### src/rtl/txq_pkg.sv
package txq_pkg;

  // Low-water level for a 2-bit select: base, base/2, base/4, base/8.
  function automatic int unsigned level_of(int unsigned base, logic [1:0] sel);
    return base >> sel;
  endfunction

  typedef struct packed {
    logic empty_lvl;  // TDFE
    logic end_flag;   // TEND
    logic pend;       // interrupt pending
  } txq_state_t;

endpackage

### src/rtl/txq_store.sv
module txq_store #(
  parameter int DEPTH = 16,
  parameter int DW    = 8,
  localparam int PW   = $clog2(DEPTH),
  localparam int CW   = PW + 1
) (
  input  logic          clk,
  input  logic          rst_n,
  input  logic          wr_en,
  input  logic [DW-1:0] wr_data,
  input  logic          deq_req,
  input  logic          clr,
  output logic [CW-1:0] cnt,
  output logic [CW-1:0] cnt_nxt,
  output logic          deq,
  output logic          wr_acc,
  output logic          tx_valid,
  output logic [DW-1:0] tx_data
);

  localparam logic [CW-1:0] FULL = CW'(DEPTH);

  logic [DW-1:0] mem [DEPTH];
  logic [PW-1:0] wr_ptr, rd_ptr;

  function automatic logic [PW-1:0] bump(logic [PW-1:0] p);
    return (p == PW'(DEPTH - 1)) ? '0 : p + PW'(1);
  endfunction

  assign deq     = deq_req && (cnt != '0) && !clr;
  assign wr_acc  = wr_en && (cnt != FULL) && !clr;
  assign cnt_nxt = clr ? '0 : cnt + CW'(wr_acc) - CW'(deq);

  always_ff @(posedge clk) begin
    if (wr_acc) mem[wr_ptr] <= wr_data;
  end

  always_ff @(posedge clk or negedge rst_n) begin
    if (!rst_n) begin
      wr_ptr   <= '0;
      rd_ptr   <= '0;
      cnt      <= '0;
      tx_valid <= 1'b0;
      tx_data  <= '0;
    end else begin
      cnt      <= cnt_nxt;
      tx_valid <= deq;
      if (deq) tx_data <= mem[rd_ptr];
      if (clr) begin
        wr_ptr <= '0;
        rd_ptr <= '0;
      end else begin
        if (wr_acc) wr_ptr <= bump(wr_ptr);
        if (deq)    rd_ptr <= bump(rd_ptr);
      end
    end
  end

  // A write to a full FIFO must not raise the count past the depth.
  assert_no_overflow_R1: assert property (@(posedge clk) disable iff (!rst_n)
    (wr_en && cnt == FULL && !deq_req && !clr) |=> cnt == FULL);

  // No request to dequeue means no output beat.
  assert_idle_no_beat_R11: assert property (@(posedge clk) disable iff (!rst_n)
    (!deq_req || cnt == '0) |=> !tx_valid);

  // A dequeue lowers the count by one unless a write lands in the same cycle.
  assert_deq_count_R2: assert property (@(posedge clk) disable iff (!rst_n)
    (deq_req && cnt != '0 && !wr_en && !clr) |=> cnt == $past(cnt) - CW'(1));

endmodule

### src/rtl/txq_flags.sv
module txq_flags
  import txq_pkg::*;
#(
  parameter int CW = 5
) (
  input  logic          clk,
  input  logic          rst_n,
  input  logic [CW-1:0] cnt_nxt,
  input  logic [CW-1:0] level,
  input  logic          deq,
  input  logic          wr_acc,
  input  logic          wr_dma,
  input  logic          clr,
  input  logic          st_wr,
  input  logic          st_tdfe_val,
  input  logic          st_tend_val,
  input  logic          irq_en,
  output logic          tdfe,
  output logic          tend,
  output logic          irq,
  output logic          dma_req
);

  txq_state_t st, st_n;
  logic       dma_n;
  logic       above, drained;

  assign above   = cnt_nxt > level;
  assign drained = deq && !above;

  always_comb begin
    st_n  = st;
    dma_n = 1'b0;
    if (clr) begin
      st_n.empty_lvl = 1'b1;
      st_n.end_flag  = 1'b1;
      st_n.pend      = st.pend | irq_en;
      dma_n          = irq_en;
    end else begin
      if (st_wr) begin
        if (!st_tdfe_val && above) begin
          st_n.empty_lvl = 1'b0;
          st_n.pend      = 1'b0;
        end
        if (!st_tend_val && cnt_nxt != '0) st_n.end_flag = 1'b0;
      end
      if (wr_acc && wr_dma) begin
        st_n.end_flag = 1'b0;
        if (above) begin
          st_n.empty_lvl = 1'b0;
          st_n.pend      = 1'b0;
        end
      end
      if (drained) begin
        st_n.empty_lvl = 1'b1;
        dma_n          = 1'b1;
        if (irq_en) st_n.pend = 1'b1;
        if (cnt_nxt == '0) st_n.end_flag = 1'b1;
      end
    end
    if (!irq_en) st_n.pend = 1'b0;
  end

  always_ff @(posedge clk or negedge rst_n) begin
    if (!rst_n) begin
      st      <= '{empty_lvl: 1'b1, end_flag: 1'b1, pend: 1'b0};
      dma_req <= 1'b0;
    end else begin
      st      <= st_n;
      dma_req <= dma_n;
    end
  end

  assign tdfe = st.empty_lvl;
  assign tend = st.end_flag;
  assign irq  = st.pend & irq_en;

  // A raised interrupt always has TDFE behind it.
  assert_irq_has_flag_R4: assert property (@(posedge clk) disable iff (!rst_n)
    irq |-> tdfe);

  // The DMA strobe only accompanies a set TDFE.
  assert_dma_with_flag_R4: assert property (@(posedge clk) disable iff (!rst_n)
    dma_req |-> tdfe);

  // Draining to zero sets TEND.
  assert_tend_on_empty_R4: assert property (@(posedge clk) disable iff (!rst_n)
    (deq && !clr && cnt_nxt == '0) |=> tend);

  // A clear leaves both flags set.
  assert_clear_sets_R8: assert property (@(posedge clk) disable iff (!rst_n)
    clr |=> (tdfe && tend));

endmodule

### src/rtl/uart_txq.sv
module uart_txq
  import txq_pkg::*;
#(
  parameter int DEPTH     = 16,
  parameter int DW        = 8,
  parameter int LVL_BASE  = 8,
  parameter int CNT_SHIFT = 8,
  parameter int LW        = 16
) (
  input  logic          clk,
  input  logic          rst_n,
  input  logic          wr_valid,
  input  logic [DW-1:0] wr_data,
  input  logic          wr_from_dma,
  input  logic          frame_tick,
  input  logic          tx_enable,
  input  logic          txi_enable,
  input  logic [1:0]    trig_sel,
  input  logic          fifo_clear,
  input  logic          stat_write,
  input  logic          stat_tdfe_wval,
  input  logic          stat_tend_wval,
  output logic          tx_valid,
  output logic [DW-1:0] tx_data,
  output logic [LW-1:0] level_word,
  output logic          tdfe,
  output logic          tend,
  output logic          tx_irq,
  output logic          dma_req
);

  localparam int CW = $clog2(DEPTH) + 1;

  logic [CW-1:0] cnt, cnt_nxt, level;
  logic          deq, wr_acc;

  assign level      = CW'(level_of(LVL_BASE, trig_sel));
  assign level_word = LW'(cnt) << CNT_SHIFT;

  txq_store #(.DEPTH(DEPTH), .DW(DW)) u_store (
    .clk      (clk),
    .rst_n    (rst_n),
    .wr_en    (wr_valid),
    .wr_data  (wr_data),
    .deq_req  (frame_tick && tx_enable),
    .clr      (fifo_clear),
    .cnt      (cnt),
    .cnt_nxt  (cnt_nxt),
    .deq      (deq),
    .wr_acc   (wr_acc),
    .tx_valid (tx_valid),
    .tx_data  (tx_data)
  );

  txq_flags #(.CW(CW)) u_flags (
    .clk         (clk),
    .rst_n       (rst_n),
    .cnt_nxt     (cnt_nxt),
    .level       (level),
    .deq         (deq),
    .wr_acc      (wr_acc),
    .wr_dma      (wr_from_dma),
    .clr         (fifo_clear),
    .st_wr       (stat_write),
    .st_tdfe_val (stat_tdfe_wval),
    .st_tend_val (stat_tend_wval),
    .irq_en      (txi_enable),
    .tdfe        (tdfe),
    .tend        (tend),
    .irq         (tx_irq),
    .dma_req     (dma_req)
  );

  // With the interrupt disabled the request line is quiet.
  assert_irq_gated_R10: assert property (@(posedge clk) disable iff (!rst_n)
    (!txi_enable && !$past(txi_enable)) |-> !tx_irq);

endmodule

### config.mk
export PLATFORM = sky130hd
export DESIGN_NAME = uart_txq
export DESIGN_NICKNAME = d
export VERILOG_FILES = /design/src/rtl/txq_pkg.sv /design/src/rtl/txq_store.sv /design/src/rtl/txq_flags.sv /design/src/rtl/uart_txq.sv
export SDC_FILE = /design/constraint.sdc
export NUM_CORES = 1
export LEC_CHECK = 0
export BUFFER_PORTS_ARGS = -buffer_cell sky130_fd_sc_hd__buf_2
export CAP_MARGIN = 25
export CORE_MARGIN = 2
export CORE_UTILIZATION = 45
export DETAILED_ROUTE_END_ITERATION = 10
export PLACE_DENSITY = 0.61
export SLEW_MARGIN = 10
export SYNTH_ARGS = -nofsm -noshare
export SYNTH_HDL_FRONTEND = slang
export SYNTH_SLANG_ARGS = --single-unit
### constraint.sdc
create_clock -name clk -period 3.7 [get_ports clk]
set_input_delay 0.185 -clock clk [delete_from_list [all_inputs] [get_ports clk]]
set_output_delay 0.185 -clock clk [all_outputs]
set_load 0.02 [all_outputs]
## Word-level counts from Yosys, hierarchy flattened

Memory sizes are Yosys's and may differ from the RTL's. A register that Yosys moved wholly into a read port is not among the register bits.
Cells that the tools add are included.

| operators by class | value |
|---|---|
| $add $sub $neg | 4 |
| $lt $le $gt $ge | 1 |
| equality and inequality tests | 3 |
| shift operators | 1 |
| multiplexer cells | 23 |
| bitwise logic cells | 2 |
| reduce and logical (&&, ||, !) cells | 19 |

Operator list:

| kind | count |
|---|---|
| 2-to-1 mux 4 bit | 6 |
| 2-to-1 mux 1 bit | 12 |
| 2-to-1 mux 3 bit | 4 |
| nonzero test 5 bit | 2 |
| logical AND 1 bit | 9 |
| adder 4 x 1 -> 4 bit, second input constant | 2 |
| == test 4 bit, second input constant | 2 |
| adder 5 x 1 -> 5 bit | 1 |
| greater-than comparator 5 bit | 1 |
| logical NOT 1 bit | 5 |
| logical NOT 5 bit | 1 |
| 2-to-1 mux 5 bit | 1 |
| inequality test 5 bit, second input constant | 1 |
| >> shifter 4 x 2 -> 5 bit, first input constant | 1 |
| subtractor 5 x 1 -> 5 bit | 1 |
| nonzero test 2 bit | 2 |
| bitwise AND 1 bit | 1 |
| OR 1 bit | 1 |

| storage, ports and cells | value |
|---|---|
| bits in registers | 18 |
| bits in writable memories | 128 |
| bits of input ports | 21 |
| output and inout bits | 29 |
| memories kept | 1 |

Memories:

| memory | words | bits a word | read ports | clocked after memory_dff | wr ports | RTL line | text |
|---|---|---|---|---|---|---|---|
| u_store.mem | 16 | 8 | 1 | 1 | 1 | txq_store.sv:23 | `logic [DW-1:0] mem [DEPTH];` |

## Longest topological paths before layout

| depth | value |
|---|---|
| depth in word-level cells | 16 |
| depth in mapped cells | 18 |

## Hierarchy

A second synthesis with hierarchy kept.

| second synthesis, totals | value |
|---|---|
| cells, all modules | 392 |
| area, all modules | 6754.0 µm² |

Modules (own cells, without submodules):

| module | times used | cells each | area an instance (µm²) |
|---|---|---|---|
| txq_store | 1 | 329 | 6263.5 |
| txq_flags | 1 | 46 | 371.6 |
| uart_txq | 1 | 17 | 118.9 |

## Worst setup path after synthesis

OpenSTA, ideal clock, no wires.

| timing | value |
|---|---|
| path type | register to register |
| from | reg u_store.cnt[2] |
| to | reg u_flags.st (netlist bit u_flags.tend) |
| library setup time | 81 ps |
| arrival time | 3412 ps |
| data required time | 3619 ps |
| setup slack | 207 ps |
| cell stages (with the launch flop) | 18 |
| cells stage by stage | dfrtp_1 -> inv_1 -> ha_1 -> nor4b_2 -> nor2_2 -> nand2_2 -> inv_2 -> ha_1 -> inv_1 -> ha_1 -> fa_1 -> nor2b_1 -> ha_1 -> nor2b_1 -> o211ai_1 -> a21oi_1 -> nand4bb_1 -> o211ai_1 |

RTL lines:

| what | RTL line | text |
|---|---|---|
| from (decl) | txq_store.sv:13 | `output logic [CW-1:0] cnt,` |
| from (signal assigned) | txq_store.sv:46 | `cnt <= cnt_nxt;` |
| to (signal assigned) | txq_flags.sv:66 | `st <= '{empty_lvl: 1'b1, end_flag: 1'b1, pend: 1'b0};` |
| to (signal assigned) | txq_flags.sv:69 | `st <= st_n;` |
| to (decl) | txq_flags.sv:24 | `txq_state_t st, st_n;` |

==> flow_metrics.py <==
metrics = {
    "pwr": {
        "sw_frac_of_total": 0.2865,
        "p_sw_mw": 1.368,
        "leakagePower_nw": 2.633,
        "pwr-share-comb": 0.201,
        "vdd_drop_max_mv": 0.3663,
        "p_clk_frac": 0.362,
        "p_int_mw": 3.405,
        "seqPwrFrac": 0.438,
        "power.density_mw_per_mm2": 635.5,
    },
    "cells_and_area": {
        "design_area_mm2": 0.007510,
        "drive_gt1_frac": 0.2466,
        "final_cells": 622,
        "nNetsFinal": 462,
        "postLayoutCoreUtil": 0.5206,
        "n_antenna_cell": 0,
        "syn_to_final_growth_pct": 14.32,
    },
    "cts": {
        "clk_pin_slew_ns": 0.06,
        "cts_tree": "built",
        "cts-root-buf": "clkbuf_16",
        "numCtsBuffers": 17,
        "cts.path.max_buffers": 2,
        "cts_htree_levels": 4,
        "cts_sinks": 154,
        "clock_latency_ns": 0.43,
    },
    "timing": {
        "drv_slew": 0,
        "clock_skew_ns": 0.007936,
        "slew-limit-headroom": 0.2954,
        "period_share": 0.9495,
        "finalHoldViolCount": 0,
        "fin_crit_ns": 3.513,
        "fmax_ghz": 0.2847,
        "tns_ns": 0,
        "setup_viol": 0,
        "rsz0062_at_grt": "false",
        "whs_ns": 0.009856,
        "tightestPinTransition_ns": 1.057,
    },
    "worst_hold_path": {
        "holdPathEnd": "u_flags.dma_req",
        "holdPathStages": 3,
        "min_from": "txi_enable",
        "hold_path.class": "input pin to flip-flop",
    },
    "synthesis": {
        "synth-compound-area-share": 0.03467,
        "synth_top_family_by_area": "multiplexers",
        "yosysSeqAreaShare": 0.6846,
        "synth_area_mm2": 0.006569,
        "synth_edf_count": 128,
        "synth.ff_latch_count": 154,
        "ys.warnings.count": 0,
        "syn_avg_cell_area_um2": 17.52,
        "synth_top_area_share": 0.5851,
        "synth_xor_xnor_area_share": 0.008000,
        "yosys.area_share.adder": 0.03162,
        "yosysUniqueCellTypes": 46,
        "synthTopCellsByCount": "edfxtp_1, nand2_1, dfrtp_1",
        "synth_area_leaders": "edfxtp_1, dfrtp_1, mux4_2",
        "synth_most_common_cell": "edfxtp_1",
        "synth_mux_area_frac": 0.1446,
        "synthCells": 375,
        "synthSimpleGateAreaFrac": 0.05771,
        "synth_ff_type": "edfxtp_1",
        "async_reset_ff_frac": 0.1688,
        "synth_top_area_cell": "edfxtp_1",
    },
    "placed_design": {
        "post-place-cells": 589,
        "place_area_mm2": 0.006892,
        "place.gp.congestion": 0.7948,
        "io_buffers": 38,
        "hpwl_um": 8470,
    },
    "worst_setup_path": {
        "crit_required_ns": 4.05,
        "endpoint_kind": "flip-flop",
        "critical_path.top_delay_family": "adder cells",
        "cpMaxStageDelayCell": "fa_1",
        "worstPathMaxFanout": 5,
        "reg2reg_depth": 17,
        "r2r_end": "u_flags.tend",
        "startpoint_type": "flip-flop",
        "worstReg2RegStart": "u_store.cnt[2]",
        "cp_num_buf_inv": 3,
        "reg2reg_slack_ns": 0.19,
        "crit_chain": "inv_1 > ha_1 > nor4b_2 > nor2_2 > nand2_2 > inv_2 > ha_1 > inv_1 > ha_1 > fa_1 > nor2b_2 > ha_1 > nor2b_1 > o211ai_1 > a21oi_1 > nand4bb_4 > o211ai_1",
        "path_common_cell": "ha_1",
        "criticalPathCategory": "flip-flop to flip-flop",
        "arrival_ns": 3.86,
        "max_stage_delay_ns": 0.47,
    },
    "routing": {
        "initialDrtViolationCount": 230,
        "via_per_inst": 5.437,
        "vias": 3382,
        "drt_wl_total_um": 13010,
        "drc": 0,
        "ant_nets": 0,
        "wl_per_cell_um": 20.92,
        "drtPass1Iterations": 4,
    },
    "global_route": {
        "grt_pass1_vias": 3429,
        "grtUsageTotal": 0.1781,
        "gr-total-overflow": 0,
        "grt_pass1_wl_um": 20200,
        "antenna_found_initial": 0,
        "grt_max_degree": 37,
    },
    "flow_run": {
        "maxCapViolCount": 0,
    },
    "floorplan": {
        "rows": 44,
        "die_y_um": 124.8,
        "dieArea_mm2": 0.01558,
        "initial_core_util": 0.4554,
        "coreArea_mm2": 0.01442,
        "fp.dieW_um": 124.8,
        "ios": 50,
    },
    "status": {
        "status": "completed",
    },
}
-- state kept, by name (all words and copies together) (netlist names) --
register          cells
u_flags.dma_req       1
u_flags.st            1
u_flags.tdfe          1
u_flags.tend          1
u_store.cnt           5
u_store.mem         128
u_store.rd_ptr        4
u_store.tx_data       8
u_store.tx_valid      1
u_store.wr_ptr        4
-- worst max-delay path by stage --
stage / startpoint / endpoint / slack, ns / cells past startpoint
CTS: u_store.cnt[2] / u_flags.tdfe / 0.13 / 17
floorplan: u_store.cnt[2] / u_flags.tend / 0.21 / 17
finish: u_store.cnt[2] / u_flags.tend / 0.19 / 17
global placement: u_store.cnt[3] / u_flags.tend / 0.33 / 17
detailed placement: u_store.cnt[2] / u_flags.tend / 0.20 / 17
global route: u_store.cnt[3] / u_flags.tend / 0.02 / 17
-- through the flow --
step	total power, mW	setup slack (ns)
2_1_floorplan	2.779	0.2066
3_3_place_gp	3.036	0.3311
3_5_place_dp	3.052	0.1977
4_1_cts	4.776	0.1324
5_1_grt	4.971	0.02373
6_report	4.773	0.1870
-- power by group through the flow --
stage / registers (mW) / clock network (mW) / logic [mW]
final: 2.09 / 1.73 / 0.958
after detailed placement: 2.13 / 0 / 0.926
after global routing: 2.10 / 1.82 / 1.05
after floorplan: 2.17 / 0 / 0.608
after global placement: 2.12 / 0 / 0.914
after CTS: 2.09 / 1.75 / 0.936
-- timing repair --
item,CTS,global route
setup endpoints to repair,0,2
resized for setup,0,2
hold endpoints to repair,24,0
setup buffers,0,0
hold buffers,1,0
-- metal layers --
metal / vias up / track usage / share of wire
met2: 79 / 0.2719 / 0.47
met1: 1737 / 0.2462 / 0.47
li1: 1546 / - / -
met5: - / 0 / 0
met3: 20 / 0.05069 / 0.045
met4: 0 / 0.06536 / 0.018
-- cell type report --
type                            count  area [µm²]
Fill cell                        1163        6914
Sequential cell                   154        4499
Multi-Input combinational cell    194        1877
Clock buffer                       17       425.4
Timing Repair Buffer               47       272.8
Tap cell                          184       230.2
Clock inverter                     15       163.9
Inverter                           11       41.29
-- logic make-up after synthesis --
kind of cell	after synthesis
AO/OA/AOI/OAI	33
XOR/XNOR	6
adder cells (fa/ha/maj)	16
buffers and inverters	37
flip-flops	154
multiplexers	50
other	1
AND/OR/NAND/NOR	78
-- cell usage in the layout, fill, tap and decap left out, types with 7 or more instances in the layout --
master	synthesis	final
a21oi_1	10	10
o221ai_1	8	8
conb_1	1	11
nor2_1	22	22
dfrtp_1	24	22
ha_1	15	15
nand2_1	29	29
buf_4	12	7
buf_2	5	38
mux4_2	19	19
inv_1	10	10
mux4_1	13	13
nand2b_1	7	7
clkbuf_16	0	17
mux2i_1	18	18
edfxtp_1	128	128
-- worst reg2reg max path, cell delays in order (launching register included) --
cell       delay [ns]
dfrtp_1          0.40
inv_1            0.10
ha_1             0.18
nor4b_2          0.23
nor2_2           0.07
nand2_2          0.08
inv_2            0.06
ha_1             0.27
inv_1            0.04
ha_1             0.22
fa_1             0.47
nor2b_2          0.18
ha_1             0.30
nor2b_1          0.13
o211ai_1         0.15
a21oi_1          0.10
nand4bb_4        0.25
o211ai_1         0.21
Note: power is estimated with default switching activity, not from simulation.
